**src/rtl/spwm_pkg.sv**
```systemverilog
package spwm_pkg;
  localparam real PI_C = 3.14159265358979;

  // floor(amp * sin(pi*k/n)), evaluated at elaboration
  function automatic int half_sine(int k, int n, int amp);
    return $rtoi($floor(amp * $sin(PI_C * k / n)));
  endfunction
endpackage

```
**src/rtl/spwm_sine_rom.sv**
```systemverilog
module spwm_sine_rom #(
  parameter int SAMPLES = 100,
  parameter int CNT_W   = 8,
  parameter int AMP     = 255,
  localparam int IDX_W  = $clog2(SAMPLES)
) (
  input  logic [IDX_W-1:0] idx_i,
  output logic [CNT_W-1:0] sample_o
);
  logic [CNT_W-1:0] rom [SAMPLES];

  for (genvar g = 0; g < SAMPLES; g++) begin : g_rom
    assign rom[g] = CNT_W'(spwm_pkg::half_sine(g, SAMPLES, AMP));
  end

  assign sample_o = (int'(idx_i) < SAMPLES) ? rom[idx_i] : '0;
endmodule

```
**src/rtl/spwm_tick_gen.sv**
```systemverilog
module spwm_tick_gen #(
  parameter int PRESCALE = 4,
  parameter int TICK_DIV = 200
) (
  input  logic clk_i,
  input  logic rst_ni,
  input  logic en_i,
  output logic tick_o
);
  localparam int PRE_W = $clog2(PRESCALE);
  localparam int DIV_W = $clog2(TICK_DIV);

  logic [PRE_W-1:0] pre_q;
  logic [DIV_W-1:0] div_q;
  logic pre_wrap, div_wrap;

  assign pre_wrap = (pre_q == PRE_W'(PRESCALE - 1));
  assign div_wrap = (div_q == DIV_W'(TICK_DIV - 1));
  assign tick_o   = en_i && pre_wrap && div_wrap;

  always_ff @(posedge clk_i or negedge rst_ni) begin
    if (!rst_ni) begin
      pre_q <= '0;
      div_q <= '0;
    end else if (!en_i) begin
      pre_q <= '0;
      div_q <= '0;
    end else begin
      pre_q <= pre_wrap ? '0 : pre_q + 1'b1;
      if (pre_wrap) div_q <= div_wrap ? '0 : div_q + 1'b1;
    end
  end


  div_range_chk: assert property (@(posedge clk_i) disable iff (!rst_ni)
    int'(div_q) < TICK_DIV);
endmodule

```
**src/rtl/spwm_phase_seq.sv**
```systemverilog
module spwm_phase_seq #(
  parameter int SAMPLES = 100,
  localparam int IDX_W  = $clog2(SAMPLES)
) (
  input  logic             clk_i,
  input  logic             rst_ni,
  input  logic             en_i,
  input  logic             tick_i,
  output logic [IDX_W-1:0] idx_nxt_o,
  output logic             side_o,
  output logic             boundary_o
);
  logic [IDX_W-1:0] idx_q;
  logic             side_q;
  logic             last;

  assign last       = (idx_q == IDX_W'(SAMPLES - 1));
  assign boundary_o = tick_i && last;
  assign idx_nxt_o  = !tick_i ? idx_q : (last ? '0 : idx_q + 1'b1);
  assign side_o     = side_q;

  always_ff @(posedge clk_i or negedge rst_ni) begin
    if (!rst_ni) begin
      idx_q  <= '0;
      side_q <= 1'b0;
    end else if (!en_i) begin
      idx_q  <= '0;
      side_q <= 1'b0;
    end else if (tick_i) begin
      idx_q <= idx_nxt_o;
      if (last) side_q <= ~side_q;
    end
  end


  idx_range_chk: assert property (@(posedge clk_i) disable iff (!rst_ni)
    int'(idx_q) < SAMPLES);

  side_swap_chk: assert property (@(posedge clk_i) disable iff (!rst_ni)
    (boundary_o && en_i) |=> (side_q != $past(side_q)));
endmodule

```
**src/rtl/spwm_pwm_core.sv**
```systemverilog
module spwm_pwm_core #(
  parameter int CNT_W = 8
) (
  input  logic             clk_i,
  input  logic             rst_ni,
  input  logic             en_i,
  input  logic             restart_i,
  input  logic             load_i,
  input  logic [CNT_W-1:0] sample_i,
  output logic             hi_o
);
  localparam logic [CNT_W-1:0] CNT_MAX = '1;

  logic [CNT_W-1:0] cnt_q, cmp_q, shadow_q;
  logic             wrap;

  assign wrap = (cnt_q == CNT_MAX);
  assign hi_o = (cnt_q < cmp_q);

  always_ff @(posedge clk_i or negedge rst_ni) begin
    if (!rst_ni) begin
      cnt_q    <= '0;
      cmp_q    <= '0;
      shadow_q <= '0;
    end else if (!en_i) begin
      cnt_q    <= '0;
      cmp_q    <= '0;
      shadow_q <= '0;
    end else begin
      cnt_q <= restart_i ? '0 : cnt_q + 1'b1;
      if (load_i) shadow_q <= sample_i;
      // boundary restart bypasses the shadow
      if (restart_i)  cmp_q <= sample_i;
      else if (wrap)  cmp_q <= shadow_q;
    end
  end


  cmp_hold_chk: assert property (@(posedge clk_i) disable iff (!rst_ni)
    (en_i && !wrap && !restart_i) |=> $stable(cmp_q));

  restart_zero_chk: assert property (@(posedge clk_i) disable iff (!rst_ni)
    restart_i |=> (cnt_q == '0));
endmodule

```
**src/rtl/spwm_bridge_gen.sv**
```systemverilog
module spwm_bridge_gen #(
  parameter int CNT_W    = 8,
  parameter int SAMPLES  = 100,
  parameter int AMP      = 255,
  parameter int PRESCALE = 4,
  parameter int TICK_DIV = 200
) (
  input  logic clk_i,
  input  logic rst_ni,
  input  logic en_i,
  output logic drv_a_o,
  output logic drv_b_o
);
  localparam int IDX_W = $clog2(SAMPLES);

  logic             tick, boundary, side, hi;
  logic [IDX_W-1:0] idx_nxt;
  logic [CNT_W-1:0] sample;

  spwm_tick_gen #(.PRESCALE(PRESCALE), .TICK_DIV(TICK_DIV)) u_tick (
    .clk_i(clk_i), .rst_ni(rst_ni), .en_i(en_i), .tick_o(tick)
  );

  spwm_phase_seq #(.SAMPLES(SAMPLES)) u_seq (
    .clk_i(clk_i), .rst_ni(rst_ni), .en_i(en_i), .tick_i(tick),
    .idx_nxt_o(idx_nxt), .side_o(side), .boundary_o(boundary)
  );

  spwm_sine_rom #(.SAMPLES(SAMPLES), .CNT_W(CNT_W), .AMP(AMP)) u_rom (
    .idx_i(idx_nxt), .sample_o(sample)
  );

  spwm_pwm_core #(.CNT_W(CNT_W)) u_pwm (
    .clk_i(clk_i), .rst_ni(rst_ni), .en_i(en_i), .restart_i(boundary),
    .load_i(tick), .sample_i(sample), .hi_o(hi)
  );

  always_ff @(posedge clk_i or negedge rst_ni) begin
    if (!rst_ni) begin
      drv_a_o <= 1'b0;
      drv_b_o <= 1'b0;
    end else begin
      drv_a_o <= en_i && !side && hi;
      drv_b_o <= en_i &&  side && hi;
    end
  end


  excl_drive_chk: assert property (@(posedge clk_i) disable iff (!rst_ni)
    !(drv_a_o && drv_b_o));

  idle_a_low_chk: assert property (@(posedge clk_i) disable iff (!rst_ni)
    side |=> !drv_a_o);

  disable_low_chk: assert property (@(posedge clk_i) disable iff (!rst_ni)
    !en_i |=> (!drv_a_o && !drv_b_o));
endmodule

```
**config.mk**
```make
export PLATFORM = sky130hd
export DESIGN_NAME = spwm_bridge_gen
export DESIGN_NICKNAME = d
export VERILOG_FILES = /design/src/rtl/spwm_pkg.sv /design/src/rtl/spwm_sine_rom.sv /design/src/rtl/spwm_tick_gen.sv /design/src/rtl/spwm_phase_seq.sv /design/src/rtl/spwm_pwm_core.sv /design/src/rtl/spwm_bridge_gen.sv
export SDC_FILE = /design/constraint.sdc
export NUM_CORES = 1
export LEC_CHECK = 0
export BUFFER_PORTS_ARGS = -buffer_cell sky130_fd_sc_hd__buf_4
export CAP_MARGIN = 30
export CORE_ASPECT_RATIO = 1.4
export CORE_UTILIZATION = 36
export DETAILED_ROUTE_END_ITERATION = 10
export GPL_ROUTABILITY_DRIVEN = 0
export PLACE_DENSITY = 0.61
export SYNTH_ARGS = -nofsm -noshare
export SYNTH_HDL_FRONTEND = slang
export SYNTH_SLANG_ARGS = --single-unit
export TNS_END_PERCENT = 100
```
**constraint.sdc**
```tcl
create_clock -name clk_i -period 4.6 [get_ports clk_i]
set_input_delay 0.69 -clock clk_i [delete_from_list [all_inputs] [get_ports clk_i]]
set_output_delay 0.69 -clock clk_i [all_outputs]
set_load 0.01 [all_outputs]
```
# Word level (Yosys, flattened, before mapping)
# Memories as Yosys holds them, arrays and structs flattened.
# Index checks and enable logic that the tools add are counted.
[op_classes]
add_sub_neg = 4
order_cmp = 3
eq_ne = 8
n_mux = 22
bitwise = 2
reduce_logical = 9
[op_table]
columns = ["operator", "count"]
rows = [
  ["two-way mux 8 bit", 13],
  ["two-way mux 7 bit", 4],
  ["adder 8 x 1 -> 8 bit (second input constant)", 2],
  ["equality test 8 bit (second input constant)", 2],
  [">= comparator 8 bit (second input constant)", 1],
  ["< comparator 8 bit", 1],
  ["NOT 7 -> 8 bit", 1],
  ["adder 7 x 1 -> 7 bit (second input constant)", 1],
  ["equality test 7 bit (second input constant)", 1],
  ["logical AND 1 bit", 7],
  ["< comparator 7 bit (second input constant)", 1],
  ["inequality test 2 x 1 -> 1 bit (second input constant)", 3],
  ["two-way mux 2 bit", 2],
  ["two-way mux 1 bit", 3],
  ["inequality test 3 x 1 -> 1 bit (second input constant)", 1],
  ["adder 2 x 1 -> 2 bit (second input constant)", 1],
  ["equality test 2 bit (second input constant)", 1],
  ["AND reduction 2 bit", 1],
  ["logical NOT 1 bit", 1],
  ["NOT 1 bit", 1],
]
[word_totals]
ff_bits = 44
romBits = 1024
in_bits = 3
out_inout_bits = 2
memories = 1
[mem_list]
columns = ["name", "words", "width", "rd", "rd_ports_with_merged_regs", "write_ports", "line", "text"]
rows = [
  ["(no name shown)", 128, 8, 1, 0, 0, "spwm_sine_rom.sv:16", "assign sample_o = (int'(idx_i) < SAMPLES) ? rom[idx_i] : '0;"],
]

# Depth between registers and ports, before layout
[logic_depth]
word_depth = 11
ltp_mapped = 14
depth_no_buf = 12

# Cells and area by module
# From an unflattened synthesis, not the netlist that was laid out.
[hier_totals]
hier_cells = 386
hier_area_um2 = 3408.3
[by_module_without_submodules]
columns = ["mod", "instances", "cells_each", "area_per_inst_um2", "seq_area_each_um2"]
rows = [
  ["spwm_pwm_core", 1, 117, 1272.5, 600.6],
  ["spwm_sine_rom", 1, 168, 1094.8, 0.0],
  ["spwm_tick_gen", 1, 54, 540.5, 250.2],
  ["spwm_phase_seq", 1, 43, 434.2, 200.2],
  ["spwm_bridge_gen", 1, 4, 66.3, 50.0],
]

# Worst setup path before layout
# No wires, ideal clock.
[synth_timing]
kind = "input port to flip-flop"
start = "input port en_i"
end = "register u_pwm.cmp_q[0]"
setup_time_ns = 0.067
arrival_time_ns = 3.634
setup_slack_ns = 0.899
cell_stages = 12
n_path_buf = 2
path_cell_list = "buf_2 -> nand2_1 -> nor3_4 -> mux2i_1 -> clkbuf_1 -> ha_1 -> o211a_1 -> a2111o_1 -> o2111a_1 -> nor4_2 -> a21oi_1 -> nand2_1"
[synth_via]
elab_chain_cells = 10
elab_cells_between_ends = 13
classes_between = "1 x order compare; 1 x eq/ne; 6 x mux; 1 x bitwise; 3 x reduce/logical; 1 x memory"
[synth_rtl]
columns = ["element", "line", "text"]
rows = [
  ["start, declared", "spwm_bridge_gen.sv:10", "input logic en_i,"],
  ["logical AND 1 bit (2 in series)", "spwm_tick_gen.sv:19", "assign tick_o = en_i && pre_wrap && div_wrap;"],
  ["two-way mux 7 bit", "spwm_phase_seq.sv:19", "assign idx_nxt_o = !tick_i ? idx_q : (last ? '0 : idx_q + 1'b1);"],
  ["NOT 7 -> 8 bit (not written as such)", "spwm_sine_rom.sv:16", ""],
  ["memory (128 x 8 bit)", "n/a", ""],
  ["two-way mux 8 bit (not written as such) (2 in series)", "spwm_sine_rom.sv:16", ""],
  ["two-way mux 8 bit", "spwm_sine_rom.sv:16", ""],
  ["two-way mux 8 bit", "spwm_pwm_core.sv:33", "if (restart_i) cmp_q <= sample_i;"],
  ["two-way mux 8 bit", "spwm_pwm_core.sv:25", "end else if (!en_i) begin"],
  ["end signal, assigned", "spwm_pwm_core.sv:33", ""],
  ["end signal, assigned", "spwm_pwm_core.sv:34", "else if (wrap) cmp_q <= shadow_q;"],
  ["end, declared", "spwm_pwm_core.sv:14", "logic [CNT_W-1:0] cnt_q, cmp_q, shadow_q;"],
]
# Parallel ways exist; a longest one is shown, timed or not. The select of a mux whose other input is x is not followed.
# A chain may end at the register's enable or synchronous reset.

# Worst setup path in the final report
[layout_timing]
start = "register u_tick.div_q[4]"
end = "register u_pwm.cmp_q[1]"
[layout_via]
elab_chain_cells = 10
elab_cells_between_ends = 13
classes_between = "1 x order compare; 2 x eq/ne; 6 x mux; 1 x bitwise; 2 x reduce/logical; 1 x memory"
[layout_rtl]
columns = ["element", "line", "text"]
rows = [
  ["start, declared", "spwm_tick_gen.sv:14", "logic [DIV_W-1:0] div_q;"],
  ["start signal, assigned", "spwm_tick_gen.sv:30", "if (pre_wrap) div_q <= div_wrap ? '0 : div_q + 1'b1;"],
  ["equality test 8 bit (*)", "spwm_tick_gen.sv:18", "assign div_wrap = (div_q == DIV_W'(TICK_DIV - 1));"],
  ["logical AND 1 bit (*)", "spwm_tick_gen.sv:19", ""],
  ["two-way mux 7 bit", "spwm_phase_seq.sv:19", ""],
  ["NOT 7 -> 8 bit (not written as such)", "spwm_sine_rom.sv:16", ""],
  ["memory (128 x 8 bit)", "n/a", ""],
  ["two-way mux 8 bit (not written as such) (2 in series)", "spwm_sine_rom.sv:16", ""],
  ["two-way mux 8 bit", "spwm_sine_rom.sv:16", ""],
  ["two-way mux 8 bit", "spwm_pwm_core.sv:33", ""],
  ["two-way mux 8 bit", "spwm_pwm_core.sv:25", ""],
]
# Mark *: on every way between the ends. The rest lies on a longest branch, timed or not. The select of a mux whose other input is x is not followed.

==> results.sh <==
export IMPL_overflow=0
export IMPL_cp_arrival_ns=4.00
export IMPL_topRoutingLayerUsed="met4"
export IMPL_wl_met3_microns=351
export IMPL_finalNetCount=427
export IMPL_die_area_sq_mm=0.00983
export IMPL_yosysWarningCount=0
export IMPL_drc=0
export IMPL_h_tree_depth=2
export IMPL_dpl_cell_area_sq_mm=0.00348
export IMPL_vias=3162
export IMPL_synth_avg_cell_area_sq_um=8.14
export IMPL_cp_end_kind="register"
export IMPL_design_area_sq_mm=0.00363
export IMPL_areaGrowthSynthToFinish_pct=6.78
export IMPL_rows=41
export IMPL_cp_start_kind="register"
export IMPL_ys_ff_latch=44
export IMPL_layoutNonFillerInstCount=514
export IMPL_cts_root_buf="clkbuf_16"
export IMPL_layout_setup_ws_ns=0.820
export IMPL_die_w_microns=84.1
export IMPL_initial_utilization_pct=37.4
export IMPL_numCtsBuffers=5
export IMPL_pin_count=5
export IMPL_nFillCells=921
export IMPL_grt_max_degree=45
export IMPL_dp_cells=506
export IMPL_hold_class="input pin to asynchronous set/reset pin"
export IMPL_drt_first_pass_iters=4
export IMPL_grt_total_usage_pct=19.4
export IMPL_coreArea_sq_mm=0.00908
export IMPL_cts_sinks=44
export IMPL_leakagePower_nw=1.48
export IMPL_dp_hpwl_microns=6370
export IMPL_diodes=0
export IMPL_ff_latch_area_sq_mm=0.00110
export IMPL_rsz0062_at_grt="no"
export IMPL_vias_per_cell=6.15
export IMPL_tritoncts="done"
export IMPL_cts_reportedPaths_clkPinSlew_ns=0.06
export IMPL_wl_met2_microns=4330
export IMPL_m1WireLength_microns=3750
export IMPL_setup_violations=0
export IMPL_multi_input_area_sq_mm=0.00211
export IMPL_crit_type="register to register"
export IMPL_period_share_pct=82.2
export IMPL_synth_distinct_cells=72
export IMPL_setup_tns_ns=0
export IMPL_port_buffers=4
export IMPL_grt_pass1_wl_microns=15200
export IMPL_crit_required_ns=4.82
export IMPL_slew_headroom_pct=30.8
export IMPL_final_min_clock_period_ns=3.78
export IMPL_drt_iter0_markers=254
export IMPL_worstMarginPinSlew_ns=1.04
export IMPL_fmax_mhz=265
export IMPL_drtAntennaViolNets=0
export IMPL_synthArstFlopShare_pct=100
export IMPL_reg2reg_slack_ns=0.82
export IMPL_post_cts_buffers=0
export IMPL_synth_ff_type="dfrtp_1"
export IMPL_skew_ns=0.00463
export IMPL_cap_violations=0
export IMPL_insertion_delay_ns=0.28
export IMPL_routed_wl_microns=8840
export IMPL_fp_dieH_microns=117
export IMPL_slew_violations=0
export IMPL_finalHoldViolCount=0
export IMPL_irDropWorstVdd_mv=0.121
export IMPL_cp_max_fo=20
export IMPL_status="finished clean"
export IMPL_cts_resized=0
export IMPL_antenna_found_initial=0
export IMPL_syn_inst=417
export IMPL_syn_nets=438
export IMPL_syn_area_sq_mm=0.00340
export IMPL_power_density_mw_per_mm2=221
export IMPL_synth_enable_flop_cells=0
export IMPL_pre_cts_ws_ns=0.855
export IMPL_grt_pass1_vias=3049
export IMPL_drt_wirelength_per_cell_microns=17.2
export IMPL_final_core_utilization_pct=39.9
export IMPL_hold_buffers=0
export IMPL_clockBufferDepth=2
export IMPL_drive_gt1_share_pct=10.6
export IMPL_ys_seq_area_share_pct=32.4
[kinds of logic after synthesis]
group           synth area share [%]
compound gates                  26.2
xor+xnor                        4.13
fa+ha+maj                       6.63
buf+inv                         5.53
flops                           32.4
mux                            0.921
simple gates                    24.2
[through the flow]
stage	hold WS, ns	power, mW
after floorplan	0.394	0.434
after global placement	0.429	0.452
after detailed placement	0.442	0.453
after CTS	0.430	0.817
after global routing	0.448	0.841
final	0.393	0.800
[worst paths after layout]
check	from	end	depth (start not counted)
min in group clk_i	u_tick.pre_q[0]	u_tick.pre_q[0]	1
max in group asynchronous	rst_ni	u_pwm.cnt_q[3]	1
worst max-delay path	u_tick.div_q[4]	u_pwm.cmp_q[1]	12
worst min-delay path	rst_ni	u_pwm.shadow_q[5]	1
worst min register to register	u_tick.pre_q[0]	u_tick.pre_q[0]	1
worst max register to register	u_tick.div_q[4]	u_pwm.cmp_q[1]	12
[report_power, final]
group / switching (mW) / leakage [nW] / internal [mW]
Sequential: 0.00508 / 0.609 / 0.393
Clock: 0.142 / 0.0766 / 0.214
Combinational: 0.0305 / 0.796 / 0.0156
Total: 0.178 / 1.48 / 0.623
[per-layer routing]
layer | vias to the layer above | global-route usage, %
met5 | - | 0
met1 | 1520 | 23.5
li1 | 1511 | -
met2 | 103 | 33.9
met4 | 0 | 10.8
met3 | 28 | 2.31
[state kept, by name, summed over array words and instances (netlist names)]
register	flops
drv_b_o	1
u_pwm.shadow_q	8
u_tick.pre_q	2
u_tick.div_q	8
u_seq.side_o	1
u_pwm.cnt_q	8
u_pwm.cmp_q	8
u_seq.idx_q	7
drv_a_o	1
[worst max-delay path, stage by stage, from the launching register on]
cell       delay [ns]
dfrtp_1          0.43
nand4bb_1        0.54
nor3_4           0.50
mux2i_1          0.23
buf_4            0.27
inv_1            0.13
ha_1             0.33
and2_4           0.19
a2111o_1         0.41
o2111a_1         0.19
nor4_2           0.34
a21oi_1          0.07
nand2_1          0.08
[layout make-up]
cell class | count | area share (%)
well taps | 107 | 3.69
repair buffers | 10 | 2.07
multi-input cells | 331 | 58.3
clock inverters | 2 | 0.276
clock buffers | 6 | 3.83
inverters | 14 | 1.45
flip-flops and latches | 44 | 30.4
[placed cells by master, fill, tap and decap left out, types with 3 or more instances in the layout]
cell	n
nor3_1	11
dfrtp_1	44
o31ai_1	3
a32oi_1	3
inv_1	12
ha_1	18
a21oi_1	26
buf_4	10
nand2_1	41
nor2_1	44
and3_1	6
clkbuf_16	5
xor2_1	7
nand3_1	26
nand4_1	5
a211oi_1	7
nor4_1	5
a311oi_1	3
a21o_1	6
a21oi_2	4
o21ai_1	8
o22ai_1	3
o21ai_0	34
a31oi_1	4
xnor2_1	8
[synth_stat cells, drive strengths merged (7+ instances only)]
master,count,share of area (%)
a211oi,7,1.5
clkbuf,18,2.0
buf,10,2.0
dfrtp,44,32
ha,18,6.6
inv,14,1.5
nor2,44,4.9
xnor2,9,2.3
o21ai,43,6.4
nand3,26,3.8
xor2,7,1.8
nand2,43,5.0
a21oi,30,4.9
nor3,14,2.7
nor4,8,2.3
(Power assumes the default switching activity.)
